`config.mk`:
```
export PLATFORM = sky130hd
export DESIGN_NAME = ofdm_frame_asm
export DESIGN_NICKNAME = d
export VERILOG_FILES = /design/src/rtl/ofdm_asm_pkg.sv /design/src/rtl/frame_ctrl.sv /design/src/rtl/frame_dpath.sv /design/src/rtl/ofdm_frame_asm.sv
export SDC_FILE = /design/constraint.sdc
export NUM_CORES = 2
export LEC_CHECK = 0
export BUFFER_PORTS_ARGS = -buffer_cell sky130_fd_sc_hd__buf_2
export CORE_UTILIZATION = 45
export CTS_BUF_LIST = sky130_fd_sc_hd__clkbuf_8
export DETAILED_ROUTE_END_ITERATION = 16
export GPL_TIMING_DRIVEN = 0
export MAX_ROUTING_LAYER = met4
export SETUP_SLACK_MARGIN = 0.4
export SLEW_MARGIN = 10
export SYNTH_ARGS = -nofsm -noshare
export SYNTH_HDL_FRONTEND = slang
export SYNTH_SLANG_ARGS = --single-unit
```
`constraint.sdc`:
```
create_clock -name clk -period 10.4 [get_ports clk]
set_clock_uncertainty 0.1 [all_clocks]
set_input_delay 0 -clock clk [delete_from_list [all_inputs] [get_ports clk]]
set_output_delay 0 -clock clk [all_outputs]
set_load 0.02 [all_outputs]
```
`src/rtl/ofdm_asm_pkg.sv`:
```
package ofdm_asm_pkg;
  parameter int IQ_W = 16;
  localparam int SAMP_W = 2 * IQ_W;
  localparam int ROM_DEPTH = 64;
  localparam int ROM_W = ROM_DEPTH * SAMP_W;
  localparam int ADDR_W = 8;
  localparam int CNT_W = 4;

  typedef enum logic [2:0] {
    ST_IDLE, ST_SHORT, ST_LCP, ST_LBODY, ST_PCP, ST_PBODY
  } asmState_e;

  typedef enum logic [1:0] {SRC_SHORT, SRC_LONG, SRC_PAY} srcSel_e;

  typedef struct packed {
    srcSel_e             src;
    logic [ADDR_W-1:0]   addr;
    logic                frameOn;
    logic                frameStart;
    logic                bufRelease;
  } asmStrobe_t;

  function automatic logic [ROM_W-1:0] romPattern(input int seed);
    logic [ROM_W-1:0] v;
    v = '0;
    for (int k = 0; k < ROM_DEPTH; k++) begin
      v[k*SAMP_W +: SAMP_W] = {IQ_W'((k + 1) * seed * 577), IQ_W'(seed * 4099 - k * 263)};
    end
    return v;
  endfunction
endpackage

```
`src/rtl/frame_ctrl.sv`:
```
module frame_ctrl
  import ofdm_asm_pkg::*;
#(
  parameter int SHORT_LEN   = 16,
  parameter int SHORT_REPS  = 10,
  parameter int LONG_LEN    = 64,
  parameter int LONG_CP     = 32,
  parameter int LONG_COPIES = 2,
  parameter int SYM_LEN     = 64,
  parameter int SYM_CP      = 16,
  parameter int NUM_SYMS    = 2
) (
  input  logic       clk,
  input  logic       rstN,
  input  logic       start,
  input  logic       osEn,
  input  logic       bufFull,
  input  logic       outReady,
  output asmStrobe_t strobe,
  output logic       outValid,
  output logic       outLast
);
  asmState_e         state, nextState;
  logic [ADDR_W-1:0] idx;
  logic [CNT_W-1:0]  rep, sym;
  logic              phase, osMode;
  logic              idxEnd, fire, sampDone, blockEnd;
  logic [CNT_W-1:0]  repLim;

  always_comb begin
    strobe.src  = SRC_SHORT;
    strobe.addr = idx;
    idxEnd      = 1'b0;
    repLim      = '0;
    nextState   = state;
    unique case (state)
      ST_SHORT: begin
        idxEnd    = (idx == ADDR_W'(SHORT_LEN - 1));
        repLim    = CNT_W'(SHORT_REPS - 1);
        nextState = ST_LCP;
      end
      ST_LCP: begin
        strobe.src  = SRC_LONG;
        strobe.addr = idx + ADDR_W'(LONG_LEN - LONG_CP);
        idxEnd      = (idx == ADDR_W'(LONG_CP - 1));
        nextState   = ST_LBODY;
      end
      ST_LBODY: begin
        strobe.src = SRC_LONG;
        idxEnd     = (idx == ADDR_W'(LONG_LEN - 1));
        repLim     = CNT_W'(LONG_COPIES - 1);
        nextState  = ST_PCP;
      end
      ST_PCP: begin
        strobe.src  = SRC_PAY;
        strobe.addr = idx + ADDR_W'(SYM_LEN - SYM_CP);
        idxEnd      = (idx == ADDR_W'(SYM_CP - 1));
        nextState   = ST_PBODY;
      end
      ST_PBODY: begin
        strobe.src = SRC_PAY;
        idxEnd     = (idx == ADDR_W'(SYM_LEN - 1));
        nextState  = (sym == CNT_W'(NUM_SYMS - 1)) ? ST_IDLE : ST_PCP;
      end
      default: ;
    endcase
  end

  assign outValid  = (state != ST_IDLE) && ((strobe.src != SRC_PAY) || bufFull);
  assign fire      = outValid && outReady;
  assign sampDone  = fire && (!osMode || phase);
  assign blockEnd  = sampDone && idxEnd && (rep == repLim);
  assign outLast   = outValid && (state == ST_PBODY) && idxEnd &&
                     (sym == CNT_W'(NUM_SYMS - 1)) && (!osMode || phase);

  assign strobe.frameOn    = (state != ST_IDLE);
  assign strobe.frameStart = (state == ST_IDLE) && start;
  assign strobe.bufRelease = blockEnd && (state == ST_PBODY);

  always_ff @(posedge clk) begin
    if (!rstN) begin
      state  <= ST_IDLE;
      idx    <= '0;
      rep    <= '0;
      sym    <= '0;
      phase  <= 1'b0;
      osMode <= 1'b0;
    end else if (state == ST_IDLE) begin
      if (start) begin
        state  <= ST_SHORT;
        idx    <= '0;
        rep    <= '0;
        sym    <= '0;
        phase  <= 1'b0;
        osMode <= osEn;
      end
    end else begin
      if (fire) phase <= osMode ? ~phase : 1'b0;
      if (sampDone) begin
        if (!idxEnd) begin
          idx <= idx + 1'b1;
        end else begin
          idx <= '0;
          if (rep != repLim) begin
            rep <= rep + 1'b1;
          end else begin
            rep   <= '0;
            state <= nextState;
            if (state == ST_PBODY) sym <= sym + 1'b1;
          end
        end
      end
    end
  end
endmodule

```
`src/rtl/frame_dpath.sv`:
```
module frame_dpath
  import ofdm_asm_pkg::*;
#(
  parameter int SHORT_LEN = 16,
  parameter int LONG_LEN  = 64,
  parameter int SYM_LEN   = 64,
  parameter logic [ROM_W-1:0] SHORT_ROM = romPattern(3),
  parameter logic [ROM_W-1:0] LONG_ROM  = romPattern(5)
) (
  input  logic                   clk,
  input  logic                   rstN,
  input  asmStrobe_t             strobe,
  input  logic                   inValid,
  input  logic signed [IQ_W-1:0] inI,
  input  logic signed [IQ_W-1:0] inQ,
  output logic                   inReady,
  output logic                   bufFull,
  output logic signed [IQ_W-1:0] outI,
  output logic signed [IQ_W-1:0] outQ
);
  localparam int SH_AW = $clog2(SHORT_LEN);
  localparam int LG_AW = $clog2(LONG_LEN);
  localparam int PY_AW = $clog2(SYM_LEN);

  logic [SAMP_W-1:0] shortArr [SHORT_LEN];
  logic [SAMP_W-1:0] longArr  [LONG_LEN];
  logic [SAMP_W-1:0] payRam   [SYM_LEN];
  logic [PY_AW:0]    wrCnt;
  logic [SAMP_W-1:0] rdWord;

  for (genvar k = 0; k < SHORT_LEN; k++) begin : gShort
    assign shortArr[k] = SHORT_ROM[k*SAMP_W +: SAMP_W];
  end
  for (genvar k = 0; k < LONG_LEN; k++) begin : gLong
    assign longArr[k] = LONG_ROM[k*SAMP_W +: SAMP_W];
  end

  assign bufFull = (wrCnt == (PY_AW + 1)'(SYM_LEN));
  assign inReady = strobe.frameOn && !bufFull;

  always_ff @(posedge clk) begin
    if (!rstN) wrCnt <= '0;
    else if (strobe.frameStart || strobe.bufRelease) wrCnt <= '0;
    else if (inValid && inReady) wrCnt <= wrCnt + 1'b1;
  end

  always_ff @(posedge clk) begin
    if (inValid && inReady) payRam[wrCnt[PY_AW-1:0]] <= {inI, inQ};
  end

  always_comb begin
    unique case (strobe.src)
      SRC_LONG: rdWord = longArr[strobe.addr[LG_AW-1:0]];
      SRC_PAY:  rdWord = payRam[strobe.addr[PY_AW-1:0]];
      default:  rdWord = shortArr[strobe.addr[SH_AW-1:0]];
    endcase
  end

  assign outI = rdWord[SAMP_W-1:IQ_W];
  assign outQ = rdWord[IQ_W-1:0];
endmodule

```
`src/rtl/ofdm_frame_asm.sv`:
```
module ofdm_frame_asm
  import ofdm_asm_pkg::*;
#(
  parameter int SHORT_LEN   = 16,
  parameter int SHORT_REPS  = 10,
  parameter int LONG_LEN    = 64,
  parameter int LONG_CP     = 32,
  parameter int LONG_COPIES = 2,
  parameter int SYM_LEN     = 64,
  parameter int SYM_CP      = 16,
  parameter int NUM_SYMS    = 2,
  parameter logic [ROM_W-1:0] SHORT_ROM = romPattern(3),
  parameter logic [ROM_W-1:0] LONG_ROM  = romPattern(5)
) (
  input  logic                   clk,
  input  logic                   rstN,
  input  logic                   start,
  input  logic                   osEn,
  input  logic                   inValid,
  output logic                   inReady,
  input  logic signed [IQ_W-1:0] inI,
  input  logic signed [IQ_W-1:0] inQ,
  output logic                   outValid,
  input  logic                   outReady,
  output logic signed [IQ_W-1:0] outI,
  output logic signed [IQ_W-1:0] outQ,
  output logic                   outLast
);
  asmStrobe_t strobe;
  logic       bufFull;
  logic       frameBusy;

  assign frameBusy = strobe.frameOn;

  frame_ctrl #(
    .SHORT_LEN(SHORT_LEN), .SHORT_REPS(SHORT_REPS), .LONG_LEN(LONG_LEN),
    .LONG_CP(LONG_CP), .LONG_COPIES(LONG_COPIES), .SYM_LEN(SYM_LEN),
    .SYM_CP(SYM_CP), .NUM_SYMS(NUM_SYMS)
  ) u_ctrl (
    .clk(clk), .rstN(rstN), .start(start), .osEn(osEn), .bufFull(bufFull),
    .outReady(outReady), .strobe(strobe), .outValid(outValid), .outLast(outLast)
  );

  frame_dpath #(
    .SHORT_LEN(SHORT_LEN), .LONG_LEN(LONG_LEN), .SYM_LEN(SYM_LEN),
    .SHORT_ROM(SHORT_ROM), .LONG_ROM(LONG_ROM)
  ) u_dpath (
    .clk(clk), .rstN(rstN), .strobe(strobe), .inValid(inValid), .inI(inI),
    .inQ(inQ), .inReady(inReady), .bufFull(bufFull), .outI(outI), .outQ(outQ)
  );
endmodule

```
==> run_results.csv <==
group,metric,value,unit
finish,share_of_post_route_cells_with_drive_strength_above_1,27.5,%
worst_setup_path,worst_setup_path_start_kind,"flop",
timing,post_route_minimum_period,7.85,ns
global_route,first_global_vias,47059,
finish,nFillCells,14233,
finish,final_nets,4779,
timing,setup_viol,0,
power_and_ir_drop,p_per_area,205,mW/mm^2
routing,via_density_per_instance,6.79,
yosys,avgSynthCellArea,20.2,sq um
worst_setup_path,worst-endpoint-required,10.30,ns
cts,tritoncts_num_sinks,2076,
yosys,post_synth_and_or_nand_nor_area_fraction,2.99,%
die,floorplan.rows,156,
placement,gpl.final_weighted_congestion,1.02,
worst_setup_path,crit_path_max_fanout,10,
worst_setup_path,path_delay_family,"buffers and inverters",
placement,dp.cells,6668,
hold_path,hold_class,"in2reg",
die,floorplan_core_area,0.181,sq mm
yosys,post_synth_instance_area,0.0824,sq mm
status,violations,"capacitance limit",
global_route,grt_pass1_wl,439,mm
global_route,grt_overflow_total,0,
routing,dr.pass1.iters,7,
finish,finish.cell_count_without_fillers,7343,
die,fp.dieH,430,microns
worst_setup_path,crit_path_cell_trace,"clkbuf_1 -> clkbuf_1 -> buf_1 -> clkbuf_1 -> clkbuf_1 -> o21ai_0 -> o311ai_0 -> o211ai_1 -> buf_2",
yosys,synth_area_in_compound_gates,3.62,%
global_route,antenna_found_initial,15,
status,outcome,"finished with violations",
worst_setup_path,crit_path_frequent_cell,"clkbuf_1",
timing,hold-worst-slack,0.00425,ns
placement,dpl_cell_area,0.0893,sq mm
worst_setup_path,worstSetupEndpointType,"output pin",
die,floorplan.initialDensity,45.4,%
cts,tritoncts,"yes",
cts,clk_latency,1.12,ns
yosys,synthCells,4079,
yosys,synth_top_cells_by_area,"edfxtp_1, mux4_2, mux2i_1, nand2_1, nor2_1",
cts,clkSlewWorstSetupHoldPaths,0.08,ns
timing,hold_violation_count_in_the_final_report,0,
yosys,post_synth_most_frequent_cells,"edfxtp_1, mux4_2, mux2i_1",
yosys,library_cells_used_by_synthesis,74,
global_route,maximum_number_of_pins_on_one_net_before_global_route_repair,65,
yosys,synth.ff_latch_count,2076,
finish,postLayoutCellArea,0.0963,sq mm
worst_setup_path,crit_type,"reg2out",
yosys,synth_top_family_by_area,"multiplexers",
routing,antenna_left,0,
routing,route.vias.total,49886,
yosys,synth.top_cell.area_share,74.7,%
cts,ctsHtreeMaxLevel,5,
timing,final_critical_path_share_of_the_clock_period,75.5,%
run,maxCapViolations,1,
finish,regArea,0.0621,sq mm
yosys,post_synthesis_cell_type_with_the_largest_combined_area,"edfxtp_1",
placement,numPortBuffers,72,
timing,slew_headroom,1.45,%
placement,dp_slack,4.10,ns
timing,maxClockFrequency,0.127,GHz
die,ioPinCount,73,
routing,wl_per_cell,46.0,microns
yosys,synth-async-reset-ratio,0,%
yosys,most_frequent_cell_after_synthesis,"edfxtp_1",
timing,setup_tns,0,ns
power_and_ir_drop,leakage,30.4,nW
finish,area_delta_synth_final,16.9,%
cts,tritoncts.num_buffers,357,
yosys,synth_flop_cell,"edfxtp_1",
worst_setup_path,critical_path.n_buffers_inverters,6,
timing,finalWorstSetupSlack,2.55,ns
yosys,post_synth_mux_area_share,15.9,%
worst_setup_path,slowest_stage_cell_cp,"clkbuf_1",
yosys,syn-num-nets,4141,
yosys,yosys.area_share.adder,0.365,%
worst_setup_path,rr_startpoint,"u_ctrl.idx[2]$_SDFFE_PN0P_",
yosys,synth_xor_xnor_area_share,0.190,%
global_route,track_usage,37.5,%
yosys,edff_count_synth,2048,
timing,timing.final.max_slew_violations,0,
placement,detailedPlacementHpwl,227,mm
timing,max_slew.worst_pin.slew,1.46,ns
cts,ctsLongestPathBuffers,4,
routing,first_iter_violations,9353,
cts,clock_tree.root_cell,"clkbuf_8",
die,die-area,0.185,sq mm
worst_setup_path,worst_setup_path_startpoint,"u_ctrl.idx[3]$_SDFFE_PN0P_",
yosys,ys.warnings.count,0,
hold_path,worstHoldStart,"inI[4]",
worst_setup_path,arrival,7.75,ns
power_and_ir_drop,max_vdd_drop,0.123,mV
timing,grt_setup_unrepaired,"false",
worst_setup_path,timing.critical_path.slowest_cell_delay,1.13,ns
finish,multiInputGateArea,0.0196,sq mm
yosys,register_area_share_after_synthesis,75.3,%
cts,post_cts.repair.setup_buffers,0,
die,die_width,430,microns
routing,drt_wl_total,338,mm
routing,detail_route.drc_violations,0,
[final timing paths]
kind,endpoint,slack [ns],cells after the start
setup / recovery,outI[12],2.55,9
hold / removal,u_dpath.payRam[22][20]$_DFFE_PP_,0.004,2
setup reg to reg,u_ctrl.idx[2]$_SDFFE_PN0P_,5.60,8
hold reg to reg,u_ctrl.sym[3]$_SDFFE_PN0P_,0.38,2
[cell type report]
cell class,count,share of cell area [%]
clock inverters,245,1.38
flip-flops and latches,2076,64.4
repair buffers,279,4.26
diodes,10,0.0260
well taps,2370,3.08
clock buffers,360,5.14
plain buffers,250,1.29
inverters,18,0.0702
multi-input cells,1735,20.3
[per-stage QoR]
stage	util, %	total power, W
finish	53.1	0.0197
floorplan	-	0.0115
detailed placement	49.3	0.0130
global route	53.1	0.0202
CTS	53.0	0.0197
global placement	47.3	0.0130
[repair_timing]
item,CTS,global route
resized for setup,0,0
endpoints found under the hold margin,2076,102
hold buffers,49,10
[state kept, by name (all words and copies together), names as in the netlist]
signal / cells
u_ctrl.state: 3
u_ctrl.idx: 8
u_dpath.wrCnt: 7
u_ctrl.osMode: 1
u_ctrl.sym: 4
u_ctrl.rep: 4
u_dpath.payRam: 2048
u_ctrl.phase: 1
[cells in the final DEF (no fill, tap or decap), types with 64 or more instances in the layout]
master	count
a21oi_1	96
buf_12	121
buf_2	146
clkbuf_1	72
clkbuf_8	360
clkinv_1	95
edfxtp_1	2048
inv_1	110
mux2i_1	201
mux4_2	492
nand2_1	187
nor2_1	103
nor2_4	64
o21ai_0	100
[worst reg2reg max path, cell delays in order, from the launching register on]
cell	delay, ns
dfxtp_1	0.56
buf_2	0.35
buf_2	0.49
buf_2	0.55
buf_1	0.89
buf_1	0.86
clkbuf_1	0.66
mux2i_1	0.17
nor2_1	0.11
[per-layer routing]
| layer | vias to the layer above | part of all wire (%) | GRT usage (%) |
|---|---|---|---|
| li1 | 18347 | - | - |
| met1 | 26440 | 37 | 50.3 |
| met2 | 4215 | 44 | 53.4 |
| met3 | 884 | 12 | 9.24 |
| met4 | 0 | 6.3 | 19.5 |
| met5 | - | 0 | - |
[power by group]
part | switching, W | internal (W) | leakage [nW]
registers | 0.0000201 | 0.00923 | 18.6
logic | 0.00235 | 0.00131 | 8.18
clock network | 0.00333 | 0.00350 | 3.57
total | 0.00570 | 0.0140 | 30.4
[logic make-up after synthesis]
family | Yosys count
buffers and inverters | 268
xor gates and xnor gates | 17
adders and majority gates | 24
DFF | 2076
AOI/OAI and AO/OA | 454
muxes | 697
and+or+nand+nor | 543
(Power assumes the default switching activity.)
